===== src/rtl/seqslot_pkg.sv =====
// Shared types and default sizes for the age-tagged instruction window.
// Assumes: consumers take their widths from the parameters below.
package seqslot_pkg;

    localparam int SLOTS_DEF = 8;
    localparam int SEQ_W_DEF = 8;
    localparam int PAY_W_DEF = 16;

    // Per-slot lifecycle flags.
    typedef struct packed {
        logic valid;
        logic decoded;
        logic issued;
        logic done;
    } slot_flags_t;

endpackage


===== src/rtl/seqslot_free_pick.sv =====
// Lowest-index empty-slot finder.
// Assumes: busy_i bit n is 1 when slot n holds a live entry; idx_o is 0
// when nothing is free.
module seqslot_free_pick #(
    parameter int N     = 8,
    parameter int IDX_W = $clog2(N)
) (
    input  logic [N-1:0]     busy_i,
    output logic             any_free_o,
    output logic [IDX_W-1:0] idx_o
);

    // Scan from the top so the lowest empty slot is written last and wins.
    always_comb begin
        any_free_o = 1'b0;
        idx_o      = '0;
        for (int i = N - 1; i >= 0; i--) begin
            if (!busy_i[i]) begin
                any_free_o = 1'b1;
                idx_o      = IDX_W'(i);
            end
        end
    end

endmodule


===== src/rtl/seqslot_age_pick.sv =====
// Oldest-entry selector over a candidate mask, by modulo tag comparison.
// Assumes: candidate tags are distinct and span fewer than half the tag
// space, so each pairwise comparison is unambiguous.
module seqslot_age_pick #(
    parameter int N     = 8,
    parameter int SEQ_W = 8,
    parameter int IDX_W = $clog2(N)
) (
    input  logic [N-1:0]            mask_i,
    input  logic [N-1:0][SEQ_W-1:0] seq_i,
    output logic                    found_o,
    output logic [IDX_W-1:0]        idx_o
);

    function automatic logic tag_older(input logic [SEQ_W-1:0] a,
                                       input logic [SEQ_W-1:0] b);
        logic [SEQ_W-1:0] d;
        d = a - b;
        return d[SEQ_W-1];
    endfunction

    logic [N-1:0] winner;

    // Each candidate wins if it beats every other candidate pairwise.
    for (genvar i = 0; i < N; i++) begin : g_row
        logic [N-1:0] beats;
        for (genvar j = 0; j < N; j++) begin : g_col
            if (i == j) begin : g_self
                assign beats[j] = 1'b1;
            end else begin : g_other
                assign beats[j] = !mask_i[j] || tag_older(seq_i[i], seq_i[j]);
            end
        end
        assign winner[i] = mask_i[i] && (&beats);
    end

    // Encode the (one-hot) winner into a slot index.
    always_comb begin
        idx_o = '0;
        for (int i = 0; i < N; i++) begin
            if (winner[i]) idx_o = idx_o | IDX_W'(i);
        end
    end

    assign found_o = |mask_i;

endmodule


===== src/rtl/seqslot_window.sv =====
// Eight-slot instruction window with random-slot allocation and age tags.
// Dispatch takes the lowest empty slot; age lives in a per-entry tag from a
// free-running counter. Decode, issue and retire selectors jump straight to
// the oldest qualifying slot; a flush kills every entry younger than the
// branch tag. Assumes: at most NUM_SLOTS live tags (far below half the tag
// space), flush tags name a live entry, synchronous active-low reset.
module seqslot_window
    import seqslot_pkg::*;
#(
    parameter int NUM_SLOTS = SLOTS_DEF,
    parameter int SEQ_W     = SEQ_W_DEF,
    parameter int PAY_W     = PAY_W_DEF,
    localparam int IDX_W    = $clog2(NUM_SLOTS)
) (
    input  logic                 clk,
    input  logic                 rst_n,
    input  logic                 disp_valid_i,
    input  logic [PAY_W-1:0]     disp_payload_i,
    output logic                 full_o,
    output logic [IDX_W-1:0]     disp_slot_o,
    output logic [SEQ_W-1:0]     disp_seq_o,
    input  logic                 dec_ack_i,
    output logic                 dec_valid_o,
    output logic [IDX_W-1:0]     dec_slot_o,
    input  logic                 iss_ack_i,
    output logic                 iss_valid_o,
    output logic [IDX_W-1:0]     iss_slot_o,
    output logic [SEQ_W-1:0]     iss_seq_o,
    input  logic                 done_valid_i,
    input  logic [IDX_W-1:0]     done_slot_i,
    input  logic                 flush_i,
    input  logic [SEQ_W-1:0]     flush_seq_i,
    output logic                 retire_valid_o,
    output logic [IDX_W-1:0]     retire_slot_o,
    output logic [SEQ_W-1:0]     retire_seq_o,
    output logic [PAY_W-1:0]     retire_payload_o,
    output logic [NUM_SLOTS-1:0] freed_mask_o
);

    // True when tag a is strictly younger than tag b (modulo compare).
    function automatic logic tag_younger(input logic [SEQ_W-1:0] a,
                                         input logic [SEQ_W-1:0] b);
        logic [SEQ_W-1:0] d;
        d = a - b;
        return (d != '0) && !d[SEQ_W-1];
    endfunction

    slot_flags_t [NUM_SLOTS-1:0]            flg_v;
    logic        [NUM_SLOTS-1:0][SEQ_W-1:0] seq_v;
    logic        [NUM_SLOTS-1:0][PAY_W-1:0] pay_v;

    logic [NUM_SLOTS-1:0] valid_m, undec_m, ready_m, kill_m;
    logic [SEQ_W-1:0]     next_seq_q;
    logic                 any_free;
    logic [IDX_W-1:0]     free_idx;
    logic                 ret_any;
    logic [IDX_W-1:0]     ret_idx;
    logic                 disp_fire, retire_fire;

    // Per-slot qualifier masks for the selectors and the flush.
    for (genvar s = 0; s < NUM_SLOTS; s++) begin : g_mask
        assign valid_m[s] = flg_v[s].valid;
        assign undec_m[s] = flg_v[s].valid && !flg_v[s].decoded;
        assign ready_m[s] = flg_v[s].valid && flg_v[s].decoded && !flg_v[s].issued;
        assign kill_m[s]  = flg_v[s].valid && tag_younger(seq_v[s], flush_seq_i);
    end

    seqslot_free_pick #(.N(NUM_SLOTS), .IDX_W(IDX_W)) u_free (
        .busy_i     (valid_m),
        .any_free_o (any_free),
        .idx_o      (free_idx)
    );

    seqslot_age_pick #(.N(NUM_SLOTS), .SEQ_W(SEQ_W), .IDX_W(IDX_W)) u_dec_pick (
        .mask_i  (undec_m),
        .seq_i   (seq_v),
        .found_o (dec_valid_o),
        .idx_o   (dec_slot_o)
    );

    seqslot_age_pick #(.N(NUM_SLOTS), .SEQ_W(SEQ_W), .IDX_W(IDX_W)) u_iss_pick (
        .mask_i  (ready_m),
        .seq_i   (seq_v),
        .found_o (iss_valid_o),
        .idx_o   (iss_slot_o)
    );

    seqslot_age_pick #(.N(NUM_SLOTS), .SEQ_W(SEQ_W), .IDX_W(IDX_W)) u_ret_pick (
        .mask_i  (valid_m),
        .seq_i   (seq_v),
        .found_o (ret_any),
        .idx_o   (ret_idx)
    );

    assign full_o      = !any_free;
    assign disp_slot_o = free_idx;
    assign disp_seq_o  = next_seq_q;
    assign iss_seq_o   = seq_v[iss_slot_o];
    assign disp_fire   = disp_valid_i && any_free && !flush_i;
    assign retire_fire = ret_any && flg_v[ret_idx].done && !flush_i;

    assign retire_valid_o   = retire_fire;
    assign retire_slot_o    = ret_idx;
    assign retire_seq_o     = seq_v[ret_idx];
    assign retire_payload_o = pay_v[ret_idx];

    // Slots emptied at this edge: the flush victims, or the retiring slot.
    always_comb begin
        freed_mask_o = '0;
        if (flush_i)          freed_mask_o = kill_m;
        else if (retire_fire) freed_mask_o[ret_idx] = 1'b1;
    end

    // Dispatch tag counter: steps on accept, restarts after a flushed branch.
    always_ff @(posedge clk) begin
        if (!rst_n)         next_seq_q <= '0;
        else if (flush_i)   next_seq_q <= flush_seq_i + 1'b1;
        else if (disp_fire) next_seq_q <= next_seq_q + 1'b1;
    end

    for (genvar s = 0; s < NUM_SLOTS; s++) begin : g_slot
        slot_flags_t      flg_r;
        logic [SEQ_W-1:0] seq_r;
        logic [PAY_W-1:0] pay_r;

        // Slot lifecycle: kill, retire, allocate, else stage marks.
        always_ff @(posedge clk) begin
            if (!rst_n) begin
                flg_r <= '0;
            end else if (flush_i && kill_m[s]) begin
                flg_r <= '0;
            end else if (retire_fire && ret_idx == IDX_W'(s)) begin
                flg_r <= '0;
            end else if (disp_fire && free_idx == IDX_W'(s)) begin
                flg_r <= '{valid: 1'b1, decoded: 1'b0, issued: 1'b0, done: 1'b0};
            end else begin
                if (done_valid_i && done_slot_i == IDX_W'(s) && flg_r.valid)
                    flg_r.done <= 1'b1;
                if (dec_ack_i && dec_valid_o && dec_slot_o == IDX_W'(s))
                    flg_r.decoded <= 1'b1;
                if (iss_ack_i && iss_valid_o && iss_slot_o == IDX_W'(s))
                    flg_r.issued <= 1'b1;
            end
        end

        // Tag and payload capture on allocation.
        always_ff @(posedge clk) begin
            if (!rst_n) begin
                seq_r <= '0;
                pay_r <= '0;
            end else if (disp_fire && free_idx == IDX_W'(s)) begin
                seq_r <= next_seq_q;
                pay_r <= disp_payload_i;
            end
        end

        assign flg_v[s] = flg_r;
        assign seq_v[s] = seq_r;
        assign pay_v[s] = pay_r;
    end

    // an accepted dispatch appears live in its slot with the offered tag.
    p_alloc_lands_r2: assert property (@(posedge clk) disable iff (!rst_n)
        disp_fire |=> flg_v[$past(free_idx)].valid &&
                      seq_v[$past(free_idx)] == $past(disp_seq_o));

    // the offered tag steps by exactly one after an accepted dispatch.
    p_seq_step_r2: assert property (@(posedge clk) disable iff (!rst_n)
        disp_fire && !flush_i |=> disp_seq_o == SEQ_W'($past(disp_seq_o) + 1'b1));

    // a full window stays full when nothing leaves it.
    p_full_hold_r3: assert property (@(posedge clk) disable iff (!rst_n)
        full_o && !retire_valid_o && !flush_i |=> full_o);

    // back-to-back retirements go strictly forward in age (also across wrap, R11).
    p_retire_order_r5: assert property (@(posedge clk) disable iff (!rst_n)
        retire_valid_o && $past(retire_valid_o) |->
            tag_younger(retire_seq_o, $past(retire_seq_o)));

    // a retired slot is still empty one cycle later.
    p_retire_frees_r4: assert property (@(posedge clk) disable iff (!rst_n)
        retire_valid_o |=> !flg_v[$past(retire_slot_o)].valid);

    // no flush victim survives the flush edge.
    p_flush_clean_r7: assert property (@(posedge clk) disable iff (!rst_n)
        flush_i |=> (valid_m & $past(kill_m)) == '0);

    // without a flush at most one slot is freed per cycle.
    p_freed_single_r10: assert property (@(posedge clk) disable iff (!rst_n)
        !flush_i |-> $onehot0(freed_mask_o));

endmodule


===== config.mk =====
export PLATFORM = sky130hd
export DESIGN_NAME = seqslot_window
export DESIGN_NICKNAME = d
export VERILOG_FILES = /design/src/rtl/seqslot_pkg.sv /design/src/rtl/seqslot_free_pick.sv /design/src/rtl/seqslot_age_pick.sv /design/src/rtl/seqslot_window.sv
export SDC_FILE = /design/constraint.sdc
export NUM_CORES = 1
export LEC_CHECK = 0
export CAP_MARGIN = 30
export CORE_MARGIN = 4
export CORE_UTILIZATION = 59
export CTS_BUF_LIST = sky130_fd_sc_hd__clkbuf_8 sky130_fd_sc_hd__clkbuf_16
export CTS_CLUSTER_DIAMETER = 60
export DETAILED_ROUTE_END_ITERATION = 10
export PLACE_DENSITY = 0.88
export SLEW_MARGIN = 20
export SYNTH_ARGS = -nofsm -noshare
export SYNTH_HDL_FRONTEND = slang
export SYNTH_SLANG_ARGS = --single-unit

===== constraint.sdc =====
create_clock -name clk -period 5 [get_ports clk]
set_input_delay 1 -clock clk [delete_from_list [all_inputs] [get_ports clk]]
set_output_delay 1 -clock clk [all_outputs]
set_load 0.1 [all_outputs]

==> summary.md, run 1 <==
| Metric | Value |
|---|---|
| Weighted congestion reported at the end of routability-driven placement | around 1.2 |
| Flop and latch count out of synthesis | 232 |
| TritonCTS sink count | ~230 |
| Ports placed on the boundary | a little under 100 |
| Share of cell area taken by muxes after synthesis | ~5% |
| Total of warnings raised by yosys | 0 |
| Initial cell density of the core | between 60% and 70% |
| Yosys top cell area share | a little over a fifth |
| Library cell used as clock root buffer | clkbuf_16 |
| Result of the run | aborted with a tool error |
| H-tree depth | 1 |
| Cell type with the largest total area after synthesis | dfxtp_1 |
| Number of nets produced by synthesis | 3094 |
| Floorplan die width | slightly below 200 um |
| Largest family of logic cells by synthesized area | compound AO/OA/AOI/OAI gates |
| Synth area leaders | dfxtp_1, ha_1, nand2_1 |
| Post-Synthesis Cell Area | ~22000 sq um |
| Post-synthesis share of cell area spent on xor and xnor gates | roughly 5% |
| Cell area reported after detailed placement | ~27000 sq um |
| Simple logic cell fraction of the synthesized area | approximately 17% |
| Async set-or-reset flop fraction in the synthesized netlist | 0% |
| Number of buffers inserted during clock tree synthesis | 30 |
| Register area share after synthesis | a little over a fifth |
| Number of flops mapped to enable cells by yosys | 0 |
| Maximum number of pins on one net before global-route repair | roughly 110 |
| Buffer depth of the longest clock path | 3 |
| Die boundary height | slightly below 200 um |
| Number of core rows | between 60 and 70 |
| Count of distinct cell types in the synthesized netlist | 80 |
| Post-synthesis share of cell area spent on full adders, half adders and majority gates | between 20% and 30% |
| Placed insts | approximately 3500 |
| Global-route usage over all layers | a little over 80% |
| First logged error message | [ERROR GRT-0232] Routing congestion too high. Check the congestion heatmap in the GUI. |
| Complex-gate fraction of the synthesized area | 24.5% |
| Count of mapped cells out of synthesis | ~2700 |
| Remaining global-route overflow | roughly 440 |
| HPWL Detailed | 75.6 mm |
| Mean cell area of the mapped netlist | about 8 sq um |
| Top_reg_cell synth | dfxtp_1 |
| Failing step | global routing |
| Count of hold-fix buffers inserted at cts | 0 |
| Count of input and output buffers | 97 |
==> routing by layer <==
layer	overflow	global-route usage, %
met1	27	82.8
met2	225	94.8
met3	13	71.3
met4	173	81.4
met5	4	46.0
==> synth_stat cells, drive strengths merged (7+ instances only) <==
master and instances:
nand2 465, ha 351, a21oi 310, dfxtp 232
clkbuf 122, inv 115, nor2 100, o21ai 87
xnor2 73, mux2i 66, nand2b 55, xor2 48
a41oi 42, buf 42, a211oi 40, a2111oi 35
mux2 35, nor2b 28, a222oi 27, nand3 27
a32oi 24, nand4 24, nor3 24, a21o 23
a31oi 22, o221ai 21, o22ai 21, a221oi 19
nor4 19, o21bai 19, and3 16, a211o 12
a21boi 12, and4 12, o211ai 12, a22oi 11
and2 11, or3 9, fa 8, o2111ai 8
o21a 7, or2 7
==> per-stage QoR <==
step                      setup TNS, ns  setup slack, ns
after floorplan                   -1.16          -0.0834
after global placement            -6.33           -0.348
after detailed placement          -8.83           -0.370
after CTS                         -9.77           -0.371
==> cell families after synthesis <==
| kind of cell | Yosys count |
|---|---|
| compound gates | 786 |
| flops | 232 |
| buf+inv | 282 |
| xor+xnor | 121 |
| mux | 101 |
| simple gates | 820 |
| fa+ha+maj | 359 |
==> what timing repair did <==
action	4_1_cts
setup endpoints to repair	47
gates cloned	12
pin swaps	144
resized for setup	512
buffers inserted	95
==> run 2, diff against run 1 <==
--- a/config.mk
+++ b/config.mk
@@ -7,11 +7,9 @@
 export LEC_CHECK = 0
 export CAP_MARGIN = 30
 export CORE_MARGIN = 4
-export CORE_UTILIZATION = 59
-export CTS_BUF_LIST = sky130_fd_sc_hd__clkbuf_8 sky130_fd_sc_hd__clkbuf_16
-export CTS_CLUSTER_DIAMETER = 60
+export CORE_UTILIZATION = 40
 export DETAILED_ROUTE_END_ITERATION = 10
-export PLACE_DENSITY = 0.88
+export PLACE_DENSITY_LB_ADDON = 0.15
 export SLEW_MARGIN = 20
 export SYNTH_ARGS = -nofsm -noshare
 export SYNTH_HDL_FRONTEND = slang
==> summary.md, run 2 <==
| Metric | Value |
|---|---|
| Result of the run | finished with violations |
| Failing checks | setup timing |
| Path type of the worst min-delay path | reg -> reg |
| Overall Power | approximately 0.005 W |
| Antenna-violating nets left | 0 |
| Flop and latch count out of synthesis | 232 |
| Yosys top cell area share | 21.6% |
| Post-Synthesis Cell Area | 21500 sq um |
| Share of layout cells above drive strength 1 | between 20 and 30% |
| Library cell used as clock root buffer | clkbuf_16 |
| Setup total negative slack | -17.25 ns |
| Detailed Routing Iterations Pass 1 | 8 |
| Data required time at the worst endpoint | approximately 4 ns |
| TritonCTS sink count | 232 |
| Count of input and output buffers | 97 |
| Most frequent cells after synthesis | nand2_1, ha_1, a21oi_1 |
| Maxcap violations | 0 |
| Clock-pin transition on the worst setup and hold timing paths | roughly 0.060 ns |
| Synth area leaders | dfxtp_1, ha_1, nand2_1 |
| Most flop-heavy register | g_slot.pay_r |
| Ports placed on the boundary | between 90 and 100 |
| Grt met3 use | under 10% |
| Max frequency | 180 MHz |
| Crit path setup slack, layout | -0.545 ns |
| Leading cell type in the layout, fill and taps excluded | nand2_1 |
| Number of setup violations in the final report | 43 |
| Crit path max fanout | 6 |
| Number of buffers inserted during clock tree synthesis | 28 |
| Cell type with the largest total area after synthesis | dfxtp_1 |
| Top_reg_cell synth | dfxtp_1 |
| Power per Cell Area | around 160 nW/um^2 |
| Leading cell types in the layout, fill and taps excluded | nand2_1, buf_4, ha_1 |
| Number of core rows | 84 |
| Top-count cell post-synth | nand2_1 |
| Initial cell density of the core | between 40% and 50% |
| Period Utilization, post-route | 111% |
| Met1 GRT Util | about half |
| Number of antenna violations at the first check in global routing | 1 |
| Cell area reported after detailed placement | between 20000 and 30000 sq um |
| Slew at the pin with the worst max-slew slack | 1.00 ns |
| Setup crit start kind | flip-flop |
| Count of distinct cell types in the synthesized netlist | 80 |
| Total Wirelength | between 100 and 150 mm |
| Number of nets at the end of the flow | around 3600 |
| Via/cell ratio | a little over 6 |
| Non-filler cells, final | a little under 4000 |
| H-tree depth | 1 |
| Part of the total power dissipated in the clock network | between 40% and 50% |
| Number of nets produced by synthesis | between 3000 and 4000 |
| Data arrival time at the worst-slack endpoint | 4.55 ns |
| Peak VDD IR | 0.287 mV |
| Floorplan die width | around 240 um |
| Number of global-route vias before repair | between 20000 and 25000 |
| Post-synthesis share of cell area spent on full adders, half adders and majority gates | about a fifth |
| Worst Clk Skew | about 0.033 ns |
| Detailed-route wire length per cell | 29.0 um |
| Comb power frac | roughly 17% |
| Count of mapped cells out of synthesis | approximately 2700 |
| Internal | between 0.003 and 0.004 W |
| Complex-gate fraction of the synthesized area | about 25% |
| HPWL Detailed | ~84 mm |
| Total of warnings raised by yosys | 0 |
| CORE AREA | ~53000 sq um |
| Slew Limit Fails | 0 |
| Share of cell area taken by muxes after synthesis | between 4 and 5% |
| TritonCTS clock tree | built |
| Final-layout fill cell count | between 4000 and 5000 |
| Async set-or-reset flop fraction in the synthesized netlist | 0% |
| Crit Path Class | reg -> out |
| Leakage power | around 13 nW |
| Die boundary height | ~240 um |
| Diodes inserted | 0 |
| Global-route usage over all layers | a little under two fifths |
| Via count of the routed design | ~24000 |
| Number of hold-slack violations in the final timing report | 0 |
| Number of flops mapped to enable cells by yosys | 0 |
| Maximum number of pins on one net before global-route repair | approximately 110 |
| Sw frac | a little under 30% |
| Max-slew headroom at the worst pin | 33.0% |
| Largest family of logic cells by synthesized area | compound AO/OA/AOI/OAI gates |
| Switching power | roughly 0.0014 W |
| Worst setup slack before clock tree synthesis | -0.432 ns |
| DRC Markers | 0 |
| Wire length of the first global-routing pass | approximately 160 mm |
| Most Used Layer, Global Route | met2 |
| Area of all placed cells without fillers | slightly above 30000 sq um |
| Post-synthesis share of cell area spent on xor and xnor gates | 4.96% |
| Register area share after synthesis | 21.6% |
| Number of flip-flops under the largest register name | between 100 and 150 |
| Worst-case register-to-register setup slack | roughly 0.96 ns |
| Simple logic cell fraction of the synthesized area | 17.4% |
| RSZ-0062 raised after global routing | true |
| Critical path endpoint category | output pin |
| Remaining global-route overflow | 0 |
| Reg power frac | between 30% and 40% |
| Area growth from synthesis to final layout | 43.8% |
| Mean cell area of the mapped netlist | 7.96 sq um |
| Die area | about 58000 sq um |
| Placed insts | 3804 |
| Buffer depth of the longest clock path | 3 |
| Number of violations reported at the end of detailed-routing iteration 0 | roughly 2700 |
| GRT met2 Usage | approximately three fifths |
| Weighted congestion reported at the end of routability-driven placement | approximately 1.1 |
| Time the final worst path needs with I/O delays and setup | between 5 and 6 ns |
| Insertion delay to the later sink of the worst-skew pair | roughly 0.6 ns |
==> run 2: cell counts after synthesis <==
No cell type changed its count.
==> run 2: timing repair <==
action,CTS,global route
buffers inserted,31,21
endpoints found under the setup margin,48,49
resized for setup,210,171
hold buffers,0,0
endpoints found under the hold margin,0,0
cloned,5,2
pin swaps,37,67
==> run 2: through the flow <==
step           utilization, %  hold WS [ns]
6_report                 58.5         0.454
3_3_place_gp             52.2         0.438
2_1_floorplan               -         0.433
4_1_cts                  56.6         0.454
5_1_grt                  58.5         0.469
3_5_place_dp             52.2         0.446
==> run 2: final timing paths <==
path | from | endpoint | cells past startpoint
hold / removal | g_slot[0].pay_r[13]$_SDFFE_PN0P_ | g_slot[0].pay_r[13]$_SDFFE_PN0P_ | 2
setup reg to reg | g_slot[7].seq_r[6]$_SDFFE_PN0P_ | flg_v[19]$_SDFFE_PP0P_ | 18
hold reg to reg | g_slot[0].pay_r[13]$_SDFFE_PN0P_ | g_slot[0].pay_r[13]$_SDFFE_PN0P_ | 2
setup / recovery | g_slot[7].seq_r[6]$_SDFFE_PN0P_ | retire_payload_o[10] | 17
==> run 2: final cells by class <==
type                            instances  area [sq um]  area share (%)
Inverter                              118           480            1.55
Clock buffer                           39           812            2.63
Timing Repair Buffer                  631          6290            20.3
Clock inverter                         11           215           0.696
Sequential cell                       232          4670            15.1
Multi-Input combinational cell       2188         17600            56.9
Tap cell                              688           861            2.78
==> run 2: cell families (layout without fill, tap and decap cells) <==
group,Yosys count,in the layout
XOR/XNOR,121,121
flip-flops,232,232
adder cells (fa/ha/maj),359,359
AO/OA/AOI/OAI,786,786
buffers and inverters,282,799
multiplexers,101,101
AND/OR/NAND/NOR,820,821
==> run 2: critical path, cell delays in order (launching register included) <==
cell and delay [ns]:
dfxtp_1 0.33, buf_4 0.15, buf_4 0.15, ha_4 0.29, nand4_1 0.11, o21bai_2 0.24
o221ai_4 0.26, xor2_2 0.21, o22ai_1 0.10, or4_4 0.62, nand3_4 0.15, buf_12 0.16
buf_4 0.14, buf_4 0.11, mux2_2 0.33, a32oi_2 0.24, a32oi_4 0.16, buf_12 0.19
==> run 2: metal layers <==
layer  up-vias  share of wire (%)
met3       375                9.1
met5         -             0.0097
met2      1288                 44
met1     11800                 40
met4         2                6.7
li1      10800                  -
==> run 2: power groups by stage <==
stage | sequential [W] | combinational [W] | clock, W
5_1_grt | 0.00189 | 0.000887 | 0.00238
6_report | 0.00189 | 0.000851 | 0.00229
3_5_place_dp | 0.00193 | 0.000788 | 0
3_3_place_gp | 0.00193 | 0.000784 | 0
2_1_floorplan | 0.00195 | 0.000408 | 0
4_1_cts | 0.00189 | 0.000812 | 0.00230
Power figures use the tool's default switching activity.
